<file path="src/rtl/sdr_pkg.sv">
package sdr_pkg;
  typedef enum logic [2:0] {
    C_NOP, C_ACT, C_RD, C_WR, C_PRE, C_REF, C_LMR, C_BST
  } cmd_e;

  typedef enum logic [2:0] {
    PWR_RUN = 3'd0, PWR_PRE_PD = 3'd1, PWR_ACT_PD = 3'd2,
    PWR_SELF = 3'd3, PWR_SUSP = 3'd4
  } pwr_e;

  // burst length from the 2-bit mode code
  function automatic logic [3:0] bl_len(input logic [1:0] code);
    return 4'd1 << code;
  endfunction

  // column of beat idx, wrapping inside the aligned block of BL columns
  function automatic logic [15:0] burst_col(input logic [15:0] base,
                                            input logic [2:0] idx,
                                            input logic [1:0] code);
    logic [15:0] mask;
    mask = 16'(bl_len(code)) - 16'd1;
    return (base & ~mask) | ((base + 16'(idx)) & mask);
  endfunction
endpackage

</file>
<file path="src/rtl/sdr_cmd_decode.sv">
module sdr_cmd_decode
  import sdr_pkg::*;
(
  input  logic cs_n,
  input  logic ras_n,
  input  logic cas_n,
  input  logic we_n,
  output cmd_e cmd
);
  always_comb begin
    unique case ({cs_n, ras_n, cas_n, we_n})
      4'b0011: cmd = C_ACT;
      4'b0101: cmd = C_RD;
      4'b0100: cmd = C_WR;
      4'b0010: cmd = C_PRE;
      4'b0001: cmd = C_REF;
      4'b0000: cmd = C_LMR;
      4'b0110: cmd = C_BST;
      default: cmd = C_NOP;  // cs_n high masks everything
    endcase
  end
endmodule

</file>
<file path="src/rtl/sdr_bank_track.sv">
module sdr_bank_track
  import sdr_pkg::*;
#(
  parameter int NBANK  = 4,
  parameter int ADDR_W = 12,
  parameter int AP_BIT = 10,
  localparam int BA_W  = $clog2(NBANK)
) (
  input  logic                    clk,
  input  logic                    rst_n,
  input  logic                    en,
  input  cmd_e                    cmd,
  input  logic [BA_W-1:0]         ba,
  input  logic [ADDR_W-1:0]       addr,
  input  logic                    ap_close,
  input  logic [BA_W-1:0]         ap_bank,
  output logic [NBANK-1:0]        open_q,
  output logic [NBANK*ADDR_W-1:0] rows_q,
  output logic                    rdwr_ok,
  output logic                    err_q
);
  logic sel_open, is_rdwr, bad_cmd, pre_all;

  assign sel_open = open_q[ba];
  assign is_rdwr  = (cmd == C_RD) || (cmd == C_WR);
  assign rdwr_ok  = en && is_rdwr && sel_open;
  assign bad_cmd  = en && ((is_rdwr && !sel_open) || (cmd == C_ACT && sel_open));
  assign pre_all  = en && (cmd == C_PRE) && addr[AP_BIT];

  for (genvar b = 0; b < NBANK; b++) begin : g_bank
    logic hit;
    assign hit = (ba == BA_W'(b));
    always_ff @(posedge clk or negedge rst_n) begin
      if (!rst_n) begin
        open_q[b] <= 1'b0;
        rows_q[b*ADDR_W +: ADDR_W] <= '0;
      end else if (en) begin
        if (cmd == C_ACT && hit && !open_q[b]) begin
          open_q[b] <= 1'b1;
          rows_q[b*ADDR_W +: ADDR_W] <= addr;
        end else if (cmd == C_PRE && (addr[AP_BIT] || hit)) begin
          open_q[b] <= 1'b0;
        end else if (ap_close && ap_bank == BA_W'(b)) begin
          open_q[b] <= 1'b0;
        end
      end
    end

    assert_act_opens_R2: assert property (@(posedge clk) disable iff (!rst_n)
      (en && cmd == C_ACT && hit && !open_q[b]) |=> open_q[b]);
  end

  always_ff @(posedge clk or negedge rst_n) begin
    if (!rst_n) err_q <= 1'b0;
    else        err_q <= bad_cmd;
  end

  assert_pre_all_R5: assert property (@(posedge clk) disable iff (!rst_n)
    pre_all |=> (open_q == '0));
  assert_bad_act_R7: assert property (@(posedge clk) disable iff (!rst_n)
    (en && cmd == C_ACT && sel_open) |=> (err_q && $stable(rows_q)));
endmodule

</file>
<file path="src/rtl/sdr_burst_ctl.sv">
module sdr_burst_ctl
  import sdr_pkg::*;
#(
  parameter int COL_W = 9,
  parameter int BA_W  = 2
) (
  input  logic             clk,
  input  logic             rst_n,
  input  logic             en,
  input  logic             start,
  input  logic             start_rd,
  input  logic             start_ap,
  input  logic [BA_W-1:0]  start_bank,
  input  logic [COL_W-1:0] col_in,
  input  logic             stop,
  input  logic [1:0]       bl_code,
  output logic             burst_q,
  output logic             rd_q,
  output logic [COL_W-1:0] col_o,
  output logic             ap_close,
  output logic [BA_W-1:0]  ap_bank
);
  logic [2:0]       idx_q;
  logic [COL_W-1:0] base_q;
  logic             ap_q, last;

  assign last     = ({1'b0, idx_q} == bl_len(bl_code) - 4'd1);
  assign ap_close = en && burst_q && last && ap_q && !stop;
  assign col_o    = COL_W'(burst_col(16'(base_q), idx_q, bl_code));

  always_ff @(posedge clk or negedge rst_n) begin
    if (!rst_n) begin
      burst_q <= 1'b0; rd_q <= 1'b0; ap_q <= 1'b0;
      idx_q <= '0; base_q <= '0; ap_bank <= '0;
    end else if (en) begin
      if (start) begin
        burst_q <= 1'b1; rd_q <= start_rd; ap_q <= start_ap;
        idx_q <= '0; base_q <= col_in; ap_bank <= start_bank;
      end else if (stop || (burst_q && last)) begin
        burst_q <= 1'b0;
      end else if (burst_q) begin
        idx_q <= idx_q + 3'd1;
      end
    end
  end

  assert_stop_ends_R12: assert property (@(posedge clk) disable iff (!rst_n)
    (en && stop && !start) |=> !burst_q);
  assert_frozen_col_R11: assert property (@(posedge clk) disable iff (!rst_n)
    !en |=> $stable(col_o));
endmodule

</file>
<file path="src/rtl/sdr_lane_mask.sv">
module sdr_lane_mask #(
  parameter int NBYTE = 8
) (
  input  logic             clk,
  input  logic             rst_n,
  input  logic             en,
  input  logic             wr_beat,
  input  logic             rd_beat,
  input  logic [NBYTE-1:0] dqm,
  output logic [NBYTE-1:0] wr_be,
  output logic [NBYTE-1:0] rd_oe
);
  logic [NBYTE-1:0] oe_s1;

  assign wr_be = wr_beat ? ~dqm : '0;

  always_ff @(posedge clk or negedge rst_n) begin
    if (!rst_n) begin
      oe_s1 <= '0;
      rd_oe <= '0;
    end else if (en) begin
      oe_s1 <= rd_beat ? ~dqm : '0;
      rd_oe <= oe_s1;
    end
  end

  for (genvar i = 0; i < NBYTE; i++) begin : g_lane
    assert_oe_latency_R9: assert property (@(posedge clk) disable iff (!rst_n)
      ($past(rd_beat, 2) && !$past(dqm[i], 2) && $past(en)) |-> rd_oe[i]);
  end
endmodule

</file>
<file path="src/rtl/sdram_cmd_front.sv">
module sdram_cmd_front
  import sdr_pkg::*;
#(
  parameter int NBANK  = 4,
  parameter int ADDR_W = 12,
  parameter int COL_W  = 9,
  parameter int NBYTE  = 8,
  parameter int AP_BIT = 10,
  localparam int BA_W  = $clog2(NBANK)
) (
  input  logic                    clk,
  input  logic                    rst_n,
  input  logic                    cke,
  input  logic                    cs_n,
  input  logic                    ras_n,
  input  logic                    cas_n,
  input  logic                    we_n,
  input  logic [BA_W-1:0]         ba,
  input  logic [ADDR_W-1:0]       addr,
  input  logic [NBYTE-1:0]        dqm,
  output logic [NBANK-1:0]        bank_open_o,
  output logic [NBANK*ADDR_W-1:0] row_o,
  output logic                    burst_o,
  output logic [COL_W-1:0]        col_o,
  output logic [3:0]              bl_o,
  output logic [NBYTE-1:0]        wr_be_o,
  output logic [NBYTE-1:0]        rd_oe_o,
  output logic [2:0]              pwr_o,
  output logic                    cmd_err_o
);
  cmd_e            cmd;
  pwr_e            pwr_q;
  logic [1:0]      bl_code;
  logic            rdwr_ok, ap_close, burst_rd, wr_beat, rd_beat;
  logic [BA_W-1:0] ap_bank;

  sdr_cmd_decode u_dec (.cs_n(cs_n), .ras_n(ras_n), .cas_n(cas_n), .we_n(we_n), .cmd(cmd));

  sdr_bank_track #(.NBANK(NBANK), .ADDR_W(ADDR_W), .AP_BIT(AP_BIT)) u_banks (
    .clk(clk), .rst_n(rst_n), .en(cke), .cmd(cmd), .ba(ba), .addr(addr),
    .ap_close(ap_close), .ap_bank(ap_bank), .open_q(bank_open_o),
    .rows_q(row_o), .rdwr_ok(rdwr_ok), .err_q(cmd_err_o));

  sdr_burst_ctl #(.COL_W(COL_W), .BA_W(BA_W)) u_burst (
    .clk(clk), .rst_n(rst_n), .en(cke), .start(rdwr_ok), .start_rd(cmd == C_RD),
    .start_ap(addr[AP_BIT]), .start_bank(ba), .col_in(addr[COL_W-1:0]),
    .stop(cke && cmd == C_BST), .bl_code(bl_code), .burst_q(burst_o),
    .rd_q(burst_rd), .col_o(col_o), .ap_close(ap_close), .ap_bank(ap_bank));

  assign wr_beat = cke && burst_o && !burst_rd;
  assign rd_beat = cke && burst_o && burst_rd;

  sdr_lane_mask #(.NBYTE(NBYTE)) u_lanes (
    .clk(clk), .rst_n(rst_n), .en(cke), .wr_beat(wr_beat), .rd_beat(rd_beat),
    .dqm(dqm), .wr_be(wr_be_o), .rd_oe(rd_oe_o));

  always_ff @(posedge clk or negedge rst_n) begin
    if (!rst_n) bl_code <= 2'd0;
    else if (cke && cmd == C_LMR && !addr[2]) bl_code <= addr[1:0];
  end
  assign bl_o = bl_len(bl_code);

  always_ff @(posedge clk or negedge rst_n) begin
    if (!rst_n) pwr_q <= PWR_RUN;
    else if (cke) pwr_q <= PWR_RUN;
    else if (pwr_q == PWR_RUN) begin
      if (burst_o)             pwr_q <= PWR_SUSP;
      else if (|bank_open_o)   pwr_q <= PWR_ACT_PD;
      else if (cmd == C_REF)   pwr_q <= PWR_SELF;
      else                     pwr_q <= PWR_PRE_PD;
    end
  end
  assign pwr_o = pwr_q;

  assert_cs_mask_R1: assert property (@(posedge clk) disable iff (!rst_n)
    (cs_n && !ap_close) |=> $stable(bank_open_o));
  assert_suspend_R10: assert property (@(posedge clk) disable iff (!rst_n)
    (!cke && pwr_q == PWR_RUN && burst_o) |=> pwr_q == PWR_SUSP);
  assert_exit_R11: assert property (@(posedge clk) disable iff (!rst_n)
    cke |=> pwr_q == PWR_RUN);
  assert_no_strobe_R8: assert property (@(posedge clk) disable iff (!rst_n)
    !cke |-> wr_be_o == '0);
  assert_ap_close_R6: assert property (@(posedge clk) disable iff (!rst_n)
    ap_close |=> !bank_open_o[$past(ap_bank)]);
endmodule

</file>
<file path="config.mk">
export PLATFORM = sky130hd
export DESIGN_NAME = sdram_cmd_front
export DESIGN_NICKNAME = d
export VERILOG_FILES = /design/src/rtl/sdr_pkg.sv /design/src/rtl/sdr_cmd_decode.sv /design/src/rtl/sdr_bank_track.sv /design/src/rtl/sdr_burst_ctl.sv /design/src/rtl/sdr_lane_mask.sv /design/src/rtl/sdram_cmd_front.sv
export SDC_FILE = /design/constraint.sdc
export NUM_CORES = 1
export LEC_CHECK = 0
export ABC_AREA = 1
export BUFFER_PORTS_ARGS = -buffer_cell sky130_fd_sc_hd__buf_2
export CORE_UTILIZATION = 47
export DETAILED_ROUTE_END_ITERATION = 10
export PLACE_DENSITY_LB_ADDON = 0.3
export SETUP_SLACK_MARGIN = 0.15
export SYNTH_ARGS = -nofsm -noshare
export SYNTH_HDL_FRONTEND = slang
export SYNTH_SLANG_ARGS = --single-unit
</file>
<file path="constraint.sdc">
create_clock -name clk -period 1.5 [get_ports clk]
set_input_delay 0.075 -clock clk [delete_from_list [all_inputs] [get_ports clk]]
set_output_delay 0.075 -clock clk [all_outputs]
set_load 0.1 [all_outputs]
</file>
==> impl_metrics.csv, run 1 <==
group,metric,value,unit
sta,fin_crit,2331,ps
yosys,synth_top_family_by_area,"simple AND/OR/NAND/NOR gates",
setup_path,crit_path_top_delay_cell,"dfrtp_1",
yosys,synth_edf_count,0,
sta,fin_crit_sh,1.554,
sta,setup_violations,25,
floorplanning,fp.dieH,96.89,µm
yosys,synthAdderAreaFrac,0.01952,
setup_path,crit_type,"register to output pin",
place,dp_cells,694,
place,pre_cts_ws,-505.2,ps
floorplanning,die_w,96.89,µm
power,powerDensity,1835,mW/mm²
yosys,yosysUniqueCellTypes,32,
detailed_routing,vias,3769,
clocking,cts-root-buf,"clkbuf_8",
floorplanning,io_pins,115,
layout,finalNetCount,661,
layout,final_core_util,0.7222,
outcome,outcome,"finished with violations",
detailed_routing,post_drt_via_cell_ratio,5.100,
clocking,tritoncts,"built",
place,portBuffers,114,
power,vdd_drop_max,1.099,mV
clocking,clkTransAtPathRegs,90,ps
grt,grt_usage,0.2460,
yosys,synth_ff_type,"dfrtp_1",
sta,finalMaxSlewViolations,0,
layout,layout_common_cells,"nand2_1, buf_2, dfrtp_1",
layout,drive_gt1_frac,0.4960,
floorplanning,die-area,0.009387,mm²
yosys,async_reset_ff_frac,1.000,
power,power.total,11.56,mW
yosys,synth_area,0.004232,mm²
grt,antenna_found_initial,0,
yosys,synthCells,463,
yosys,ys_warn_count,0,
sta,fin_skew,9.069,ps
yosys,synth_top_area_share,0.5381,
yosys,yosys.area.top_type,"dfrtp_1",
place,post-dp-hpwl,7.781,mm
detailed_routing,drt_iter0_markers,152,
yosys,avgSynthCellArea,9.139,µm²
layout,multi_input_area,0.002100,mm²
power,leakage,3.196,nW
layout,fill_cells,596,
layout,final_common_cell,"nand2_1",
sta,fin_hold_ws,26.01,ps
sta,rsz0062_at_grt,"yes",
clocking,clock-sinks,91,
yosys,syn_nets,498,
yosys,yosys.area_share.simple,0.2262,
clocking,htreeDepth,3,
detailed_routing,dr.pass1.iters,4,
detailed_routing,ant_nets,0,
worst_hold_path,hp-class,"primary input to register",
yosys,synth_area_leaders,"dfrtp_1, nand2_1, o21ai_2",
sta,max_freq,428.9,MHz
layout,diodes,0,
grt,grt_pass1_wl,18.22,mm
setup_path,path_cells,"ha_2, inv_2, fa_2, inv_2, nand2_2, nand2_2, nand2_4, nor2_4, nand3_4, xnor2_4, buf_12",
detailed_routing,wl_per_cell,15.99,µm
layout,regArea,0.002301,mm²
grt,first_global_vias,3717,
floorplanning,rows,34,
layout,area_growth_syn_to_layout,48.85,%
yosys,muxShareOfSynthArea,0,
yosys,synth_xor_area_frac,0.01242,
job,cap_violations,0,
setup_path,cp_max_fo,2,
grt,grt_remaining_overflow,0,
clocking,clockBufferDepth,2,
setup_path,worstPathArrival,2260,ps
sta,hold_viol,0,
sta,layout_setup_ws,-831.5,ps
yosys,ys_seq_elements,91,
floorplanning,core,0.008721,mm²
setup_path,worst_path_largest_cell_delay,390,ps
yosys,synth-compound-area-share,0.1248,
sta,relSlewSlack,0.6663,
setup_path,crit_path_start_kind,"register",
outcome,violations,"negative setup slack",
grt,grt_start_max_net_pins,44,
detailed_routing,drcViolationCount,0,
place,gp_congestion,0.8613,
yosys,seq_area_frac_synth,0.5381,
sta,worstMarginPinSlew,504.1,ps
layout,fin_cells,739,
floorplanning,initial_core_util,0.4852,
clocking,cts_buffers,9,
setup_path,worstPathRequired,1420,ps
clocking,clk_latency,370,ps
detailed_routing,routed_wl,11.81,mm
setup_path,cp-end-kind,"output pin",
## where the power goes
part           total, mW  switching [mW]  internal, mW
Combinational       6.71            4.78          1.94
Clock               1.53           0.879         0.655
Sequential          3.31           0.389          2.92
## sequential cells by signal, indices dropped and copies added, names as in the netlist
register	count
u_burst.ap_bank	2
u_banks.rows_q	48
u_lanes.rd_oe	8
u_burst.burst_q	1
u_lanes.oe_s1	8
u_banks.open_q	4
u_burst.rd_q	1
u_burst.idx_q	3
u_banks.err_q	1
u_burst.base_q	9
bl_code	2
pwr_o	3
u_burst.ap_q	1
## stage by stage
step	TNS [ps]	cell area (µm²)
finish	-5503	6299
global route	-7146	6299
CTS	-5473	6027
detailed placement	-1941	5495
global placement	-1593	5495
floorplan	-9449	4478
## critical path, delay by kind of cell (launching register included)
kind,cells,cell delay [ps]
flops,1,390
fa+ha+maj,2,550
buf+inv,3,310
xor+xnor,1,180
simple gates,5,460
## worst paths after layout
kind | cells past startpoint | slack (ps) | endpoint | from
max in group asynchronous | 3 | 720 | u_burst.idx_q[1] | rst_n
worst max register to register | 11 | -30 | u_burst.idx_q[1] | bl_code[0]
worst min register to register | 2 | 480 | u_lanes.rd_oe[7] | u_lanes.rd_oe[7]
worst max-delay path | 11 | -830 | col_o[8] | u_burst.base_q[0]
min in group asynchronous | 2 | 200 | u_lanes.rd_oe[7] | rst_n
worst min-delay path | 2 | 30 | u_burst.ap_bank[1] | ba[1]
## layout make-up
cell class,count,share of cell area
clock inverter,5,0.005562
sequential,91,0.3653
inverter,50,0.03218
tap,108,0.02145
clock buffer,11,0.02245
multi-input combinational,307,0.3333
timing repair buffer,167,0.2197
## synthesized netlist by cell type (3+ instances only)
master / number
nand2_1: 132
dfrtp_1: 91
inv_1: 43
o21ai_1: 36
nor2_1: 26
o21ai_2: 25
nand2_2: 15
nand3_1: 15
o21ai_0: 15
buf_6: 9
inv_2: 6
ha_1: 5
nor2_2: 5
o22ai_1: 5
xor2_1: 5
a21oi_1: 3
buf_4: 3
clkbuf_1: 3
nand3_4: 3
nand4_1: 3
## timing repair
action | CTS | global route
setup buffers | 10 | 8
setup endpoints to repair | 36 | 48
endpoints found under the hold margin | 40 | 0
hold buffers | 9 | 0
gates resized for setup | 48 | 43
gates cloned | 0 | 2
pin swaps | 22 | 18
## per-layer routing
metal,global-route usage,share of wire
met5,0,0
met4,0.09989,0.023
met3,0.05780,0.060
met2,0.4252,0.52
met1,0.2950,0.40
## logic make-up after synthesis
family | count (synthesis)
AND/OR/NAND/NOR | 208
flip-flops | 91
AO/OA/AOI/OAI | 85
buffers and inverters | 67
XOR/XNOR | 6
adder cells (fa/ha/maj) | 6
(Power assumes the default switching activity.)
==> run 2: changes to the inputs <==
SYNTH_HIERARCHICAL = 1   (was default)
==> run 2 against run 1 <==
  * The run still ends with negative setup slack left
  * Core utilization grew 4.8 points
  * Final cell count grew 7.4%
  * Synthesized area shrank 0.15%
  * Register-to-register slack lost 300 ps
  * Die area shrank 0.14%
  * First-iteration DRC count grew 52%
  * Critical endpoint unchanged
  * Routed wire length grew 10%
  * Combinational power grew 21%
  * Critical path depth grew 1
==> impl_metrics.csv, run 2 <==
group,metric,value,unit
sta,hold_viol,0,
setup_path,ff2ff_path_depth,13,
yosys,yosys.area_share.simple,0.2479,
floorplanning,core,0.008721,mm²
power,combPwrFrac,0.620,
outcome,outcome,"finished with violations",
sta,fin_crit_sh,1.596,
sta,max_freq,417.7,MHz
clocking,clk_latency,360,ps
layout,area_growth_syn_to_layout,59.05,%
power,clkPwrFrac,0.121,
grt,antenna_found_initial,0,
setup_path,crit_path_top_delay_cell,"dfrtp_1",
detailed_routing,vias,4148,
layout,fill_cells,548,
setup_path,cp-end-kind,"output pin",
setup_path,rr_endpoint,"u_banks/open_q[0]",
sta,relSlewSlack,0.6641,
power,power.total,13.12,mW
yosys,yosysMostFrequentCell,"nand2_1",
setup_path,worstPathRequired,1420,ps
setup_path,crit_path_start_kind,"register",
yosys,synth_area,0.004225,mm²
yosys,seq_area_frac_synth,0.5389,
clocking,clock-sinks,91,
place,portBuffers,114,
floorplanning,fp.dieH,96.82,µm
power,leakage,3.511,nW
yosys,synth_ff_type,"dfrtp_1",
grt,grt_usage,0.2647,
layout,final_common_cell,"nand2_1",
power,powerDensity,1953,mW/mm²
sta,layout_setup_ws,-894.2,ps
setup_path,path_delay_family,"adder cells",
setup_path,crit_type,"register to output pin",
setup_path,worst_path_largest_cell_delay,440,ps
grt,grt_pass1_wl,19.82,mm
floorplanning,io_pins,115,
yosys,yosysUniqueCellTypes,32,
grt,first_global_vias,4133,
floorplanning,initial_core_util,0.4845,
layout,finalNetCount,716,
detailed_routing,post_drt_via_cell_ratio,5.224,
layout,regMostFlops,"u_banks/rows_q",
yosys,synthAdderAreaFrac,0.01954,
setup_path,crit_buf_inv,5,
power,vdd_drop_max,1.315,mV
setup_path,worstPathArrival,2320,ps
setup_path,crit_start,"u_burst/base_q[0]",
sta,rsz0062_at_grt,"yes",
layout,diodes,0,
sta,fin_setup_tns,-7863,ps
setup_path,r2r_slack,-330,ps
yosys,synth_edf_count,0,
worst_hold_path,hp-class,"primary input to register",
clocking,clkTransAtPathRegs,100,ps
sta,setup_violations,40,
yosys,synth_area_leaders,"dfrtp_1, nand2_1, o21ai_0",
yosys,synth_top_area_share,0.5389,
yosys,ys_warn_count,6,
setup_path,cp_max_fo,2,
outcome,violations,"negative setup slack",
sta,finalMaxSlewViolations,0,
clocking,cts-root-buf,"clkbuf_8",
detailed_routing,routed_wl,13.03,mm
floorplanning,rows,34,
job,cap_violations,0,
place,gp_congestion,0.8515,
power,switching_share,0.5508,
detailed_routing,dr.pass1.iters,5,
detailed_routing,drt_iter0_markers,231,
yosys,synth-compound-area-share,0.07048,
yosys,ys_top_cells_by_count,"nand2_1, dfrtp_1, inv_1",
power,p_int,5.895,mW
layout,layout_common_cells,"nand2_1, buf_2, dfrtp_1",
power,seq_power_share,0.259,
yosys,ys_seq_elements,91,
sta,fin_crit,2394,ps
sta,worstMarginPinSlew,507.3,ps
yosys,synthCells,496,
sta,fin_hold_ws,4.662,ps
yosys,yosys.area.top_type,"dfrtp_1",
clocking,htreeDepth,3,
detailed_routing,drcViolationCount,0,
clocking,clockBufferDepth,2,
yosys,muxShareOfSynthArea,0.03465,
clocking,tritoncts,"built",
clocking,cts_buffers,9,
yosys,syn_nets,531,
grt,grt_remaining_overflow,0,
power,switching_power,7.228,mW
place,post-dp-hpwl,7.747,mm
layout,largest_register_ffs,48,
layout,top_regs,"u_banks/rows_q: 48 flops, u_burst/base_q: 9 flops",
yosys,synth_top_family_by_area,"simple AND/OR/NAND/NOR gates",
yosys,synth_xor_area_frac,0.01244,
setup_path,path_cells,"ha_4, inv_2, fa_2, inv_2, nand2_2, nand2_2, nand2_2, inv_2, nand3_2, xor2_2, clkinvlp_4, buf_12",
setup_path,r2r-start,"bl_code[1]",
detailed_routing,wl_per_cell,16.41,µm
yosys,async_reset_ff_frac,1.000,
worst_hold_path,min_from,"dqm[3]",
grt,grt_start_max_net_pins,79,
worst_hold_path,hold_path_end,"u_lanes/oe_s1[3]",
sta,fin_skew,12.49,ps
detailed_routing,ant_nets,0,
floorplanning,die-area,0.009373,mm²
floorplanning,die_w,96.82,µm
yosys,avgSynthCellArea,8.519,µm²
layout,drive_gt1_frac,0.4490,
worst_hold_path,whs_path_depth,4,
## run 2: changes by cell type after synthesis, sizes merged, moves of 2 or more
cell,change
and3,+3
nand2,+15
nor2,+13
mux2,+12
nand3,+13
o22ai,-5
a21oi,+2
inv,+8
o21ai,-26
buf,-3
## run 2: kinds of logic (layout without fill, tap and decap cells)
logic type      Yosys count  after routing
buf+inv                  72            260
mux                      12             12
xor+xnor                  6              6
compound gates           58             58
simple gates            251            253
flops                    91             91
fa+ha+maj                 6              6
## run 2: final cells by class
class / instances / area (µm²) / share of cell area
Sequential cell: 91 / 2302 / 0.3426
Clock inverter: 5 / 50.05 / 0.007447
Timing Repair Buffer: 187 / 1665 / 0.2478
Multi-Input combinational cell: 335 / 2172 / 0.3232
Tap cell: 108 / 135.1 / 0.02011
Clock buffer: 11 / 141.4 / 0.02104
Inverter: 57 / 254.0 / 0.03780
## run 2: repair_timing
action	4_1_cts	5_1_grt
pin swaps	16	27
cloned	2	4
hold buffers	11	0
setup endpoints to repair	44	62
hold endpoints to repair	102	0
buffers inserted	11	9
gates resized for setup	57	59
## run 2: through the flow
step / cell area (µm²) / worst slack, ps / instances / utilization
4_1_cts: 6335 / -803.5 / 781 / 0.7264
2_1_floorplan: 4536 / -536.7 / 496 / -
3_5_place_dp: 5690 / -435.8 / 741 / 0.6525
6_report: 6720 / -894.2 / 794 / 0.7706
3_3_place_gp: 5690 / -368.7 / 741 / 0.6525
5_1_grt: 6720 / -985.3 / 794 / 0.7706
## run 2: metal layers
layer  up-vias  track usage  routed length, µm  share of wire
met2       164       0.4637               6772           0.52
met3        24      0.05130                726          0.056
met1      2026       0.3254               5189           0.40
li1       1934            -                  -              -
met4         0      0.09300                343          0.026
met5         -            0                  0              0
## run 2: how the worst max path moves through the flow
stage	end	slack, ps	cells past startpoint
2_1_floorplan	col_o[6]	-540	11
3_3_place_gp	col_o[8]	-370	12
3_5_place_dp	col_o[8]	-440	12
4_1_cts	col_o[8]	-800	12
5_1_grt	col_o[8]	-990	12
6_report	col_o[8]	-890	12
## run 2: worst min-delay path: cells and delay by family
family                 cells  cell delay, ps
buffers and inverters      2             150
and+or+nand+nor            2             100
## run 2: power groups by stage
stage / Combinational (mW) / Sequential [mW] / Clock (mW)
CTS: 7.69 / 3.36 / 1.61
global route: 8.42 / 3.46 / 1.71
finish: 8.14 / 3.40 / 1.58
floorplan: 2.59 / 6.23 / 0
detailed placement: 7.24 / 3.39 / 0
global placement: 7.13 / 3.37 / 0
